File: config.mk
export PLATFORM = sky130hd
export DESIGN_NAME = exu_top
export DESIGN_NICKNAME = d
export VERILOG_FILES = /design/src/rtl/exu_pkg.sv /design/src/rtl/exu_operand.sv /design/src/rtl/exu_alu.sv /design/src/rtl/exu_divider.sv /design/src/rtl/exu_top.sv
export SDC_FILE = /design/constraint.sdc
export NUM_CORES = 2
export LEC_CHECK = 0
export BUFFER_PORTS_ARGS = -buffer_cell sky130_fd_sc_hd__clkbuf_2
export CAP_MARGIN = 30
export CORE_MARGIN = 3
export CORE_UTILIZATION = 30
export DETAILED_ROUTE_END_ITERATION = 7
export SYNTH_ARGS = -nofsm -noshare
export SYNTH_HDL_FRONTEND = slang
export SYNTH_HIERARCHICAL = 1
export SYNTH_SLANG_ARGS = --single-unit
File: constraint.sdc
create_clock -name clk -period 4.12 [get_ports clk]
set_clock_uncertainty 0.05 [all_clocks]
set_input_delay 0.412 -clock clk [delete_from_list [all_inputs] [get_ports clk]]
set_output_delay 0.412 -clock clk [all_outputs]
set_load 0.05 [all_outputs]
File: src/rtl/exu_pkg.sv
package exu_pkg;
  localparam int XLEN  = 32;
  localparam int SHW   = $clog2(XLEN);
  localparam int IMM_W = 16;
  localparam int OP_W  = 5;

  typedef enum logic [OP_W-1:0] {
    OP_ADD    = 5'd0,
    OP_SUB    = 5'd1,
    OP_AND    = 5'd2,
    OP_OR     = 5'd3,
    OP_XOR    = 5'd4,
    OP_NOR    = 5'd5,
    OP_XNOR   = 5'd6,
    OP_ANDHI  = 5'd7,
    OP_ORHI   = 5'd8,
    OP_CMPEQ  = 5'd9,
    OP_CMPNE  = 5'd10,
    OP_CMPGT  = 5'd11,
    OP_CMPGE  = 5'd12,
    OP_CMPGTU = 5'd13,
    OP_CMPGEU = 5'd14,
    OP_SHL    = 5'd15,
    OP_SHRA   = 5'd16,
    OP_SHRL   = 5'd17,
    OP_SEXTB  = 5'd18,
    OP_SEXTH  = 5'd19,
    OP_MUL    = 5'd20,
    OP_DIVU   = 5'd21,
    OP_MODU   = 5'd22
  } exu_op_e;

  typedef enum logic [1:0] {
    EXT_REG,
    EXT_SIGN,
    EXT_ZERO,
    EXT_HIGH
  } ext_mode_e;
endpackage

File: src/rtl/exu_operand.sv
module exu_operand
  import exu_pkg::*;
(
  input  exu_op_e              op,
  input  logic                 use_imm,
  input  logic [XLEN-1:0]      opb,
  input  logic [IMM_W-1:0]     imm16,
  input  logic [SHW-1:0]       imm5,
  output logic [XLEN-1:0]      src_b,
  output logic [SHW-1:0]       shamt
);
  localparam int PAD_W = XLEN - IMM_W;

  ext_mode_e mode;

  // Immediate extension style is a property of the operation
  always_comb begin
    unique case (op)
      OP_ADD, OP_MUL, OP_CMPEQ, OP_CMPNE, OP_CMPGT, OP_CMPGE:
        mode = EXT_SIGN;
      OP_AND, OP_OR, OP_XOR, OP_NOR, OP_XNOR, OP_CMPGTU, OP_CMPGEU:
        mode = EXT_ZERO;
      OP_ANDHI, OP_ORHI:
        mode = EXT_HIGH;
      default:
        mode = EXT_REG;
    endcase
  end

  always_comb begin
    src_b = opb;
    if (mode == EXT_HIGH)
      src_b = {imm16, {PAD_W{1'b0}}};
    else if (use_imm && mode == EXT_SIGN)
      src_b = {{PAD_W{imm16[IMM_W-1]}}, imm16};
    else if (use_imm && mode == EXT_ZERO)
      src_b = {{PAD_W{1'b0}}, imm16};
  end

  assign shamt = use_imm ? imm5 : opb[SHW-1:0];
endmodule

File: src/rtl/exu_alu.sv
module exu_alu
  import exu_pkg::*;
#(
  parameter bit EN_MUL   = 1'b1,
  parameter bit EN_SHIFT = 1'b1,
  parameter bit EN_SEXT  = 1'b1,
  parameter bit EN_DIV   = 1'b1
) (
  input  exu_op_e          op,
  input  logic [XLEN-1:0]  src_a,
  input  logic [XLEN-1:0]  src_b,
  input  logic [SHW-1:0]   shamt,
  output logic [XLEN-1:0]  res,
  output logic             illegal,
  output logic             div_op
);
  localparam logic [SHW-1:0] ONE_BIT = SHW'(1);

  logic [XLEN-1:0] shl_v, shra_v, shrl_v, mul_v;
  logic            shift_ok, right_ok;

  // Shifter: full barrel or the single-bit right shift only
  if (EN_SHIFT) begin : g_barrel
    assign shl_v    = src_a << shamt;
    assign shra_v   = XLEN'($signed(src_a) >>> shamt);
    assign shrl_v   = src_a >> shamt;
    assign shift_ok = 1'b1;
    assign right_ok = 1'b1;
  end else begin : g_onebit
    assign shl_v    = '0;
    assign shra_v   = {src_a[XLEN-1], src_a[XLEN-1:1]};
    assign shrl_v   = {1'b0, src_a[XLEN-1:1]};
    assign shift_ok = 1'b0;
    assign right_ok = (shamt == ONE_BIT);
  end

  if (EN_MUL) begin : g_mul
    assign mul_v = src_a * src_b;
  end else begin : g_nomul
    assign mul_v = '0;
  end

  logic eq_f, gt_s, gt_u;
  assign eq_f = (src_a == src_b);
  assign gt_s = ($signed(src_a) > $signed(src_b));
  assign gt_u = (src_a > src_b);

  always_comb begin
    res     = '0;
    illegal = 1'b0;
    div_op  = 1'b0;
    unique case (op)
      OP_ADD:    res = src_a + src_b;
      OP_SUB:    res = src_a - src_b;
      OP_AND:    res = src_a & src_b;
      OP_OR:     res = src_a | src_b;
      OP_XOR:    res = src_a ^ src_b;
      OP_NOR:    res = ~(src_a | src_b);
      OP_XNOR:   res = ~(src_a ^ src_b);
      OP_ANDHI:  res = src_a & src_b;
      OP_ORHI:   res = src_a | src_b;
      OP_CMPEQ:  res = XLEN'(eq_f);
      OP_CMPNE:  res = XLEN'(!eq_f);
      OP_CMPGT:  res = XLEN'(gt_s);
      OP_CMPGE:  res = XLEN'(gt_s | eq_f);
      OP_CMPGTU: res = XLEN'(gt_u);
      OP_CMPGEU: res = XLEN'(gt_u | eq_f);
      OP_SHL: begin
        res     = shl_v;
        illegal = !shift_ok;
      end
      OP_SHRA: begin
        res     = shra_v;
        illegal = !right_ok;
      end
      OP_SHRL: begin
        res     = shrl_v;
        illegal = !right_ok;
      end
      OP_SEXTB: begin
        res     = {{(XLEN-8){src_a[7]}}, src_a[7:0]};
        illegal = !EN_SEXT;
      end
      OP_SEXTH: begin
        res     = {{(XLEN-16){src_a[15]}}, src_a[15:0]};
        illegal = !EN_SEXT;
      end
      OP_MUL: begin
        res     = mul_v;
        illegal = !EN_MUL;
      end
      OP_DIVU, OP_MODU: begin
        div_op  = EN_DIV;
        illegal = !EN_DIV;
      end
      default: illegal = 1'b1;
    endcase
    if (illegal) res = '0;
  end
endmodule

File: src/rtl/exu_divider.sv
module exu_divider
  import exu_pkg::*;
(
  input  logic             clk,
  input  logic             rst_n,
  input  logic             start,
  input  logic             want_rem,
  input  logic [XLEN-1:0]  dividend,
  input  logic [XLEN-1:0]  divisor,
  output logic             busy,
  output logic             last,
  output logic [XLEN-1:0]  res_next
);
  localparam int CNT_W = SHW + 1;
  localparam logic [CNT_W-1:0] STEPS = CNT_W'(XLEN);

  logic             busy_q, busy_d;
  logic [CNT_W-1:0] cnt_q, cnt_d;
  logic [XLEN-1:0]  rem_q, rem_d, quo_q, quo_d, dvs_q, dvs_d;
  logic             mode_q, mode_d;
  logic             en;

  // One restoring step: shift in the next dividend bit, trial-subtract
  logic [XLEN:0]   part, diff;
  logic            fits;
  logic [XLEN-1:0] rem_step, quo_step;

  always_comb begin
    part     = {rem_q, quo_q[XLEN-1]};
    diff     = part - {1'b0, dvs_q};
    fits     = !diff[XLEN];
    rem_step = fits ? diff[XLEN-1:0] : part[XLEN-1:0];
    quo_step = {quo_q[XLEN-2:0], fits};
  end

  assign last     = busy_q && (cnt_q == CNT_W'(1));
  assign busy     = busy_q;
  assign res_next = mode_q ? rem_step : quo_step;
  assign en       = start | busy_q;

  always_comb begin
    busy_d = busy_q;
    cnt_d  = cnt_q;
    rem_d  = rem_q;
    quo_d  = quo_q;
    dvs_d  = dvs_q;
    mode_d = mode_q;
    if (start) begin
      busy_d = 1'b1;
      cnt_d  = STEPS;
      rem_d  = '0;
      quo_d  = dividend;
      dvs_d  = divisor;
      mode_d = want_rem;
    end else if (busy_q) begin
      rem_d  = rem_step;
      quo_d  = quo_step;
      cnt_d  = cnt_q - CNT_W'(1);
      busy_d = !last;
    end
  end

  always_ff @(posedge clk or negedge rst_n) begin
    if (!rst_n) begin
      busy_q <= 1'b0;
      cnt_q  <= '0;
      rem_q  <= '0;
      quo_q  <= '0;
      dvs_q  <= '0;
      mode_q <= 1'b0;
    end else if (en) begin
      busy_q <= busy_d;
      cnt_q  <= cnt_d;
      rem_q  <= rem_d;
      quo_q  <= quo_d;
      dvs_q  <= dvs_d;
      mode_q <= mode_d;
    end
  end

  // the controller never restarts a running divide
  assert_no_restart_R13: assert property (@(posedge clk) disable iff (!rst_n)
    start |-> !busy_q);
  // busy persists until the final step
  assert_busy_holds_R10: assert property (@(posedge clk) disable iff (!rst_n)
    (busy_q && !last) |=> busy_q);
  // the final step releases busy
  assert_last_ends_R10: assert property (@(posedge clk) disable iff (!rst_n)
    last |=> !busy_q);
endmodule

File: src/rtl/exu_top.sv
module exu_top
  import exu_pkg::*;
#(
  parameter bit EN_MUL   = 1'b1,
  parameter bit EN_DIV   = 1'b1,
  parameter bit EN_SHIFT = 1'b1,
  parameter bit EN_SEXT  = 1'b1
) (
  input  logic              clk,
  input  logic              rst_n,
  input  logic              issue,
  input  logic [OP_W-1:0]   op,
  input  logic              use_imm,
  input  logic [XLEN-1:0]   opa,
  input  logic [XLEN-1:0]   opb,
  input  logic [IMM_W-1:0]  imm16,
  input  logic [SHW-1:0]    imm5,
  output logic              busy,
  output logic              done,
  output logic [XLEN-1:0]   result,
  output logic              wr_en,
  output logic              illegal,
  output logic              div_zero
);
  exu_op_e         op_e;
  logic [XLEN-1:0] src_b, alu_res, div_res;
  logic [SHW-1:0]  shamt;
  logic            alu_ill, div_op;
  logic            div_busy, div_last, div_start, accept;

  assign op_e = exu_op_e'(op);

  exu_operand u_operand (
    .op      (op_e),
    .use_imm (use_imm),
    .opb     (opb),
    .imm16   (imm16),
    .imm5    (imm5),
    .src_b   (src_b),
    .shamt   (shamt)
  );

  exu_alu #(
    .EN_MUL   (EN_MUL),
    .EN_SHIFT (EN_SHIFT),
    .EN_SEXT  (EN_SEXT),
    .EN_DIV   (EN_DIV)
  ) u_alu (
    .op      (op_e),
    .src_a   (opa),
    .src_b   (src_b),
    .shamt   (shamt),
    .res     (alu_res),
    .illegal (alu_ill),
    .div_op  (div_op)
  );

  assign accept    = issue && !div_busy;
  assign div_start = accept && div_op && (opb != '0);

  if (EN_DIV) begin : g_div
    exu_divider u_div (
      .clk      (clk),
      .rst_n    (rst_n),
      .start    (div_start),
      .want_rem (op_e == OP_MODU),
      .dividend (opa),
      .divisor  (opb),
      .busy     (div_busy),
      .last     (div_last),
      .res_next (div_res)
    );
  end else begin : g_nodiv
    assign div_busy = 1'b0;
    assign div_last = 1'b0;
    assign div_res  = '0;
  end

  // Completion registers
  logic            done_q, done_d, wr_q, wr_d, ill_q, ill_d, dz_q, dz_d;
  logic [XLEN-1:0] res_q, res_d;
  logic            out_en;

  always_comb begin
    done_d = 1'b0;
    wr_d   = 1'b0;
    ill_d  = 1'b0;
    dz_d   = 1'b0;
    res_d  = '0;
    if (div_last) begin
      done_d = 1'b1;
      wr_d   = 1'b1;
      res_d  = div_res;
    end else if (accept) begin
      if (alu_ill) begin
        done_d = 1'b1;
        ill_d  = 1'b1;
      end else if (div_op) begin
        if (opb == '0) begin
          done_d = 1'b1;
          dz_d   = 1'b1;
        end
      end else begin
        done_d = 1'b1;
        wr_d   = 1'b1;
        res_d  = alu_res;
      end
    end
  end

  assign out_en = accept | div_last | done_q;

  always_ff @(posedge clk or negedge rst_n) begin
    if (!rst_n) begin
      done_q <= 1'b0;
      wr_q   <= 1'b0;
      ill_q  <= 1'b0;
      dz_q   <= 1'b0;
      res_q  <= '0;
    end else if (out_en) begin
      done_q <= done_d;
      wr_q   <= wr_d;
      ill_q  <= ill_d;
      dz_q   <= dz_d;
      res_q  <= res_d;
    end
  end

  assign busy     = div_busy;
  assign done     = done_q;
  assign result   = res_q;
  assign wr_en    = wr_q;
  assign illegal  = ill_q;
  assign div_zero = dz_q;

  // a write is only requested for a clean completion
  assert_wr_clean_R12: assert property (@(posedge clk) disable iff (!rst_n)
    wr_q |-> (done_q && !ill_q && !dz_q));
  // zero divisor reports in one cycle without starting the divider
  assert_div_zero_R11: assert property (@(posedge clk) disable iff (!rst_n)
    (EN_DIV && issue && !div_busy && (op_e == OP_DIVU || op_e == OP_MODU) && opb == '0)
      |=> (dz_q && done_q && !div_busy));
  // left shift without a barrel shifter is illegal
  assert_shl_illegal_R7: assert property (@(posedge clk) disable iff (!rst_n)
    (!EN_SHIFT && issue && !div_busy && op_e == OP_SHL) |=> ill_q);
  // an issue during a running divide produces no completion
  assert_busy_ignored_R13: assert property (@(posedge clk) disable iff (!rst_n)
    (issue && div_busy && !div_last) |=> !done_q);
  // zero-extended logical immediates leave the upper half clear
  assert_and_imm_zext_R3: assert property (@(posedge clk) disable iff (!rst_n)
    (issue && !div_busy && use_imm && op_e == OP_AND) |=> (result[XLEN-1:IMM_W] == '0));
  // an accepted divide raises busy
  assert_div_busy_R10: assert property (@(posedge clk) disable iff (!rst_n)
    div_start |=> div_busy);
endmodule

==> impl_metrics.tcl <==
set metrics [dict create \
    area_delta_synth_final_pct 32.5 \
    drt.antenna.violating_nets 0 \
    cts_tree "built" \
    worst_pin_slew_ns 1.02 \
    numCtsBuffers 17 \
    ys_seq_elements 140 \
    dp_hpwl_um 147000 \
    max_freq_mhz 115 \
    setup_viol 32 \
    crit_fanout 7 \
    core_area_um2 111000 \
    syn_area_um2 33800 \
    drv_cap 0 \
    synth_edf_count 0 \
    criticalPathCategory "in2reg" \
    nNetsFinal 5638 \
    route.vias.total 36100 \
    post_dp_cell_area_um2 42100 \
    ios 131 \
    timing.hold.ws_ns -0.00692 \
    syn_inst 4144 \
    cts.root.buffer_cell "clkbuf_16" \
    ys_seq_area_share_pct 10.4 \
    drive_gt1_share_pct 29.8 \
    crit_top_cell "fa_1" \
    fillers 11300 \
    path_clk_slew_ns 0.07 \
    fin_ws_ns -4.61 \
    final_area_um2 44700 \
    synth_flop_cell "dfrtp_1" \
    grt_max_degree 117 \
    worst-endpoint-required_ns 4.40 \
    crit_buf_inv 11 \
    vias_per_cell 5.66 \
    gp_congestion 1.10 \
    fin_crit_ns 8.73 \
    synth_fp_nets 4905 \
    max_stage_delay_ns 0.56 \
    die_h_um 342 \
    groute.usage.overall_pct 29.5 \
    regArea_um2 3510 \
    outcome "complete, but fails checks" \
    drcViolationCount 0 \
    cp-end-kind "register" \
    crit_path_start_kind "primary input" \
    synthArstFlopShare_pct 100 \
    critical-path-slowest-cell "fa_1" \
    htree_levels 4 \
    critPathTopFamily "adder cells" \
    multi_input_area_um2 28700 \
    drtIter0Drc 4319 \
    firstDrtPassIters 8 \
    grt_pass1_vias 36100 \
    crit_cells 34 \
    cts_sinks 140 \
    hold_class "in2async" \
    rr_worst_depth 16 \
    drv_slew 0 \
    clockBufferDepth 2 \
    cp.arrival_ns 9.01 \
    clock_latency_ns 0.44 \
    grt_pass1_wl_um 252000 \
    final_hold_viol_count 19 \
    synth.distinct_cells 112 \
    routed_wl_um 176000 \
    antenna_found_initial 8 \
    grt.overflow.total 0 \
    portBuffers 130 \
    violations "negative hold slack, negative setup slack" \
    rsz0062_at_grt "true" \
    initial_core_util_pct 30.4 \
    synth.avg_cell_area_um2 8.15 \
    final_core_util_pct 40.3 \
    wl_per_cell_um 27.6 \
    fp.dieW_um 342 \
    slew_headroom_pct 31.7 \
    dieArea_um2 117000 \
    fin_crit_sh_pct 212 \
    synth_warnings 6 \
    rows 122 \
]
-- state kept, by name, summed over array words and instances, names as in the netlist --
register,flops
g_div.u_div/dvs_q,32
wr_en,1
g_div.u_div/rem_q,32
g_div.u_div/busy,1
result,32
illegal,1
g_div.u_div/mode_q,1
done,1
div_zero,1
g_div.u_div/cnt_q,6
g_div.u_div/quo_q,32
-- routing by layer --
layer	global-route usage (%)	part of all wire [%]	wire length (µm)	vias to the layer above
met1	38.7	40	69700	18000
met4	16.9	7.0	12400	6
li1	-	-	-	15500
met3	6.93	11	18600	424
met5	0.125	0.015	26	-
met2	44.4	43	75300	2117
-- stage by stage --
stage	cells	TNS [ns]	worst slack, ns
floorplan	4144	-91.64	-4.06
global placement	6303	-125.62	-5.24
detailed placement	6304	-129.04	-5.34
CTS	6363	-102.94	-4.49
global route	6378	-112.01	-4.82
finish	6382	-106.45	-4.61
-- layout make-up --
| class | instances | area share [%] |
|---|---|---|
| clock inverters | 15 | 0.324 |
| multi-input cells | 3150 | 64.2 |
| diodes | 4 | 0.0224 |
| repair buffers | 990 | 17.6 |
| repair inverters | 1 | 0.0168 |
| flip-flops and latches | 140 | 7.84 |
| well taps | 1488 | 4.16 |
| clock buffers | 17 | 0.951 |
| inverters | 577 | 4.94 |
-- worst paths after layout --
path | from | end | slack [ns]
min in group clk | opb[17] | g_div.u_div/dvs_q[17]$_DFFE_PN0P_ | 0.29
max | op[0] | result[30]$_DFFE_PN0P_ | -4.61
min reg2reg | result[10]$_DFFE_PN0P_ | result[10]$_DFFE_PN0P_ | 0.47
min | rst_n | g_div.u_div/cnt_q[2]$_DFFE_PN0P_ | -0.007
max in group asynchronous | rst_n | g_div.u_div/mode_q$_DFFE_PN0P_ | 3.20
max reg2reg | g_div.u_div/quo_q[31]$_DFFE_PN0P_ | result[28]$_DFFE_PN0P_ | 0
-- synth_stat cells, drive strengths merged, types with 17 or more instances --
cell type	instances	area [µm²]
nor3	53	298
mux4	59	1330
o221a	18	203
o21ai	232	1180
o22ai	21	131
a211oi	32	270
xor2	30	263
a221oi	38	352
inv	565	2120
and3	17	106
buf	87	511
o221ai	25	225
ha	256	3200
dfrtp	140	3500
nand2b	31	194
a21o	48	364
mux2i	77	771
a31oi	48	330
o211ai	32	264
nand4	20	125
o2111ai	17	149
nand3	49	245
o21a	18	135
nor4	26	184
or3	22	144
or2	17	106
a21oi	190	1010
o21bai	20	150
nand2	432	1620
a311oi	30	275
xnor2	80	701
nor2b	20	133
a222oi	34	340
clkbuf	191	721
fa	411	8230
nor2	551	2080
-- cells by family (layout without fill, tap and decap cells) --
logic type	Yosys count	in the layout	synth area share, %
adders and majority gates	667	667	33.8
AOI/OAI and AO/OA	929	929	19.3
other	0	4	0
xor gates and xnor gates	111	111	2.92
buffers and inverters	855	1600	10.1
and+or+nand+nor	1291	1292	16.8
muxes	151	151	6.74
DFF	140	140	10.4
-- layout by cell type, fill, tap and decap left out, types with 19 or more instances in the layout --
cell	n
o21ai_0	191
inv_2	36
dfrtp_1	138
a21o_1	45
buf_4	774
nor2_4	20
ha_4	42
xnor2_1	71
a211oi_1	21
ha_1	208
a311oi_1	27
a221oi_1	33
a21oi_1	156
nor2b_1	19
buf_12	43
a21oi_2	21
nand3_1	47
clkbuf_2	127
fa_1	397
nor2_2	31
o21ai_1	20
nand2_1	423
a31oi_1	42
nand2b_1	30
xor2_1	27
mux2i_1	76
nor3_1	44
nor4_1	22
inv_1	523
nor2_1	500
buf_6	37
o22ai_1	20
a222oi_1	34
o211ai_1	29
nand4_1	20
clkbuf_16	19
mux4_2	59
-- repair_timing --
action	in CTS	in global routing
resized for setup	207	125
cloned	1	1
hold buffers	0	0
hold endpoints to repair	0	0
buffers inserted	28	19
endpoints found under the setup margin	32	32
pin swaps	98	98
Power is not shown: default switching activity piles up to over one toggle a cycle in this logic, so the estimate is an artifact.
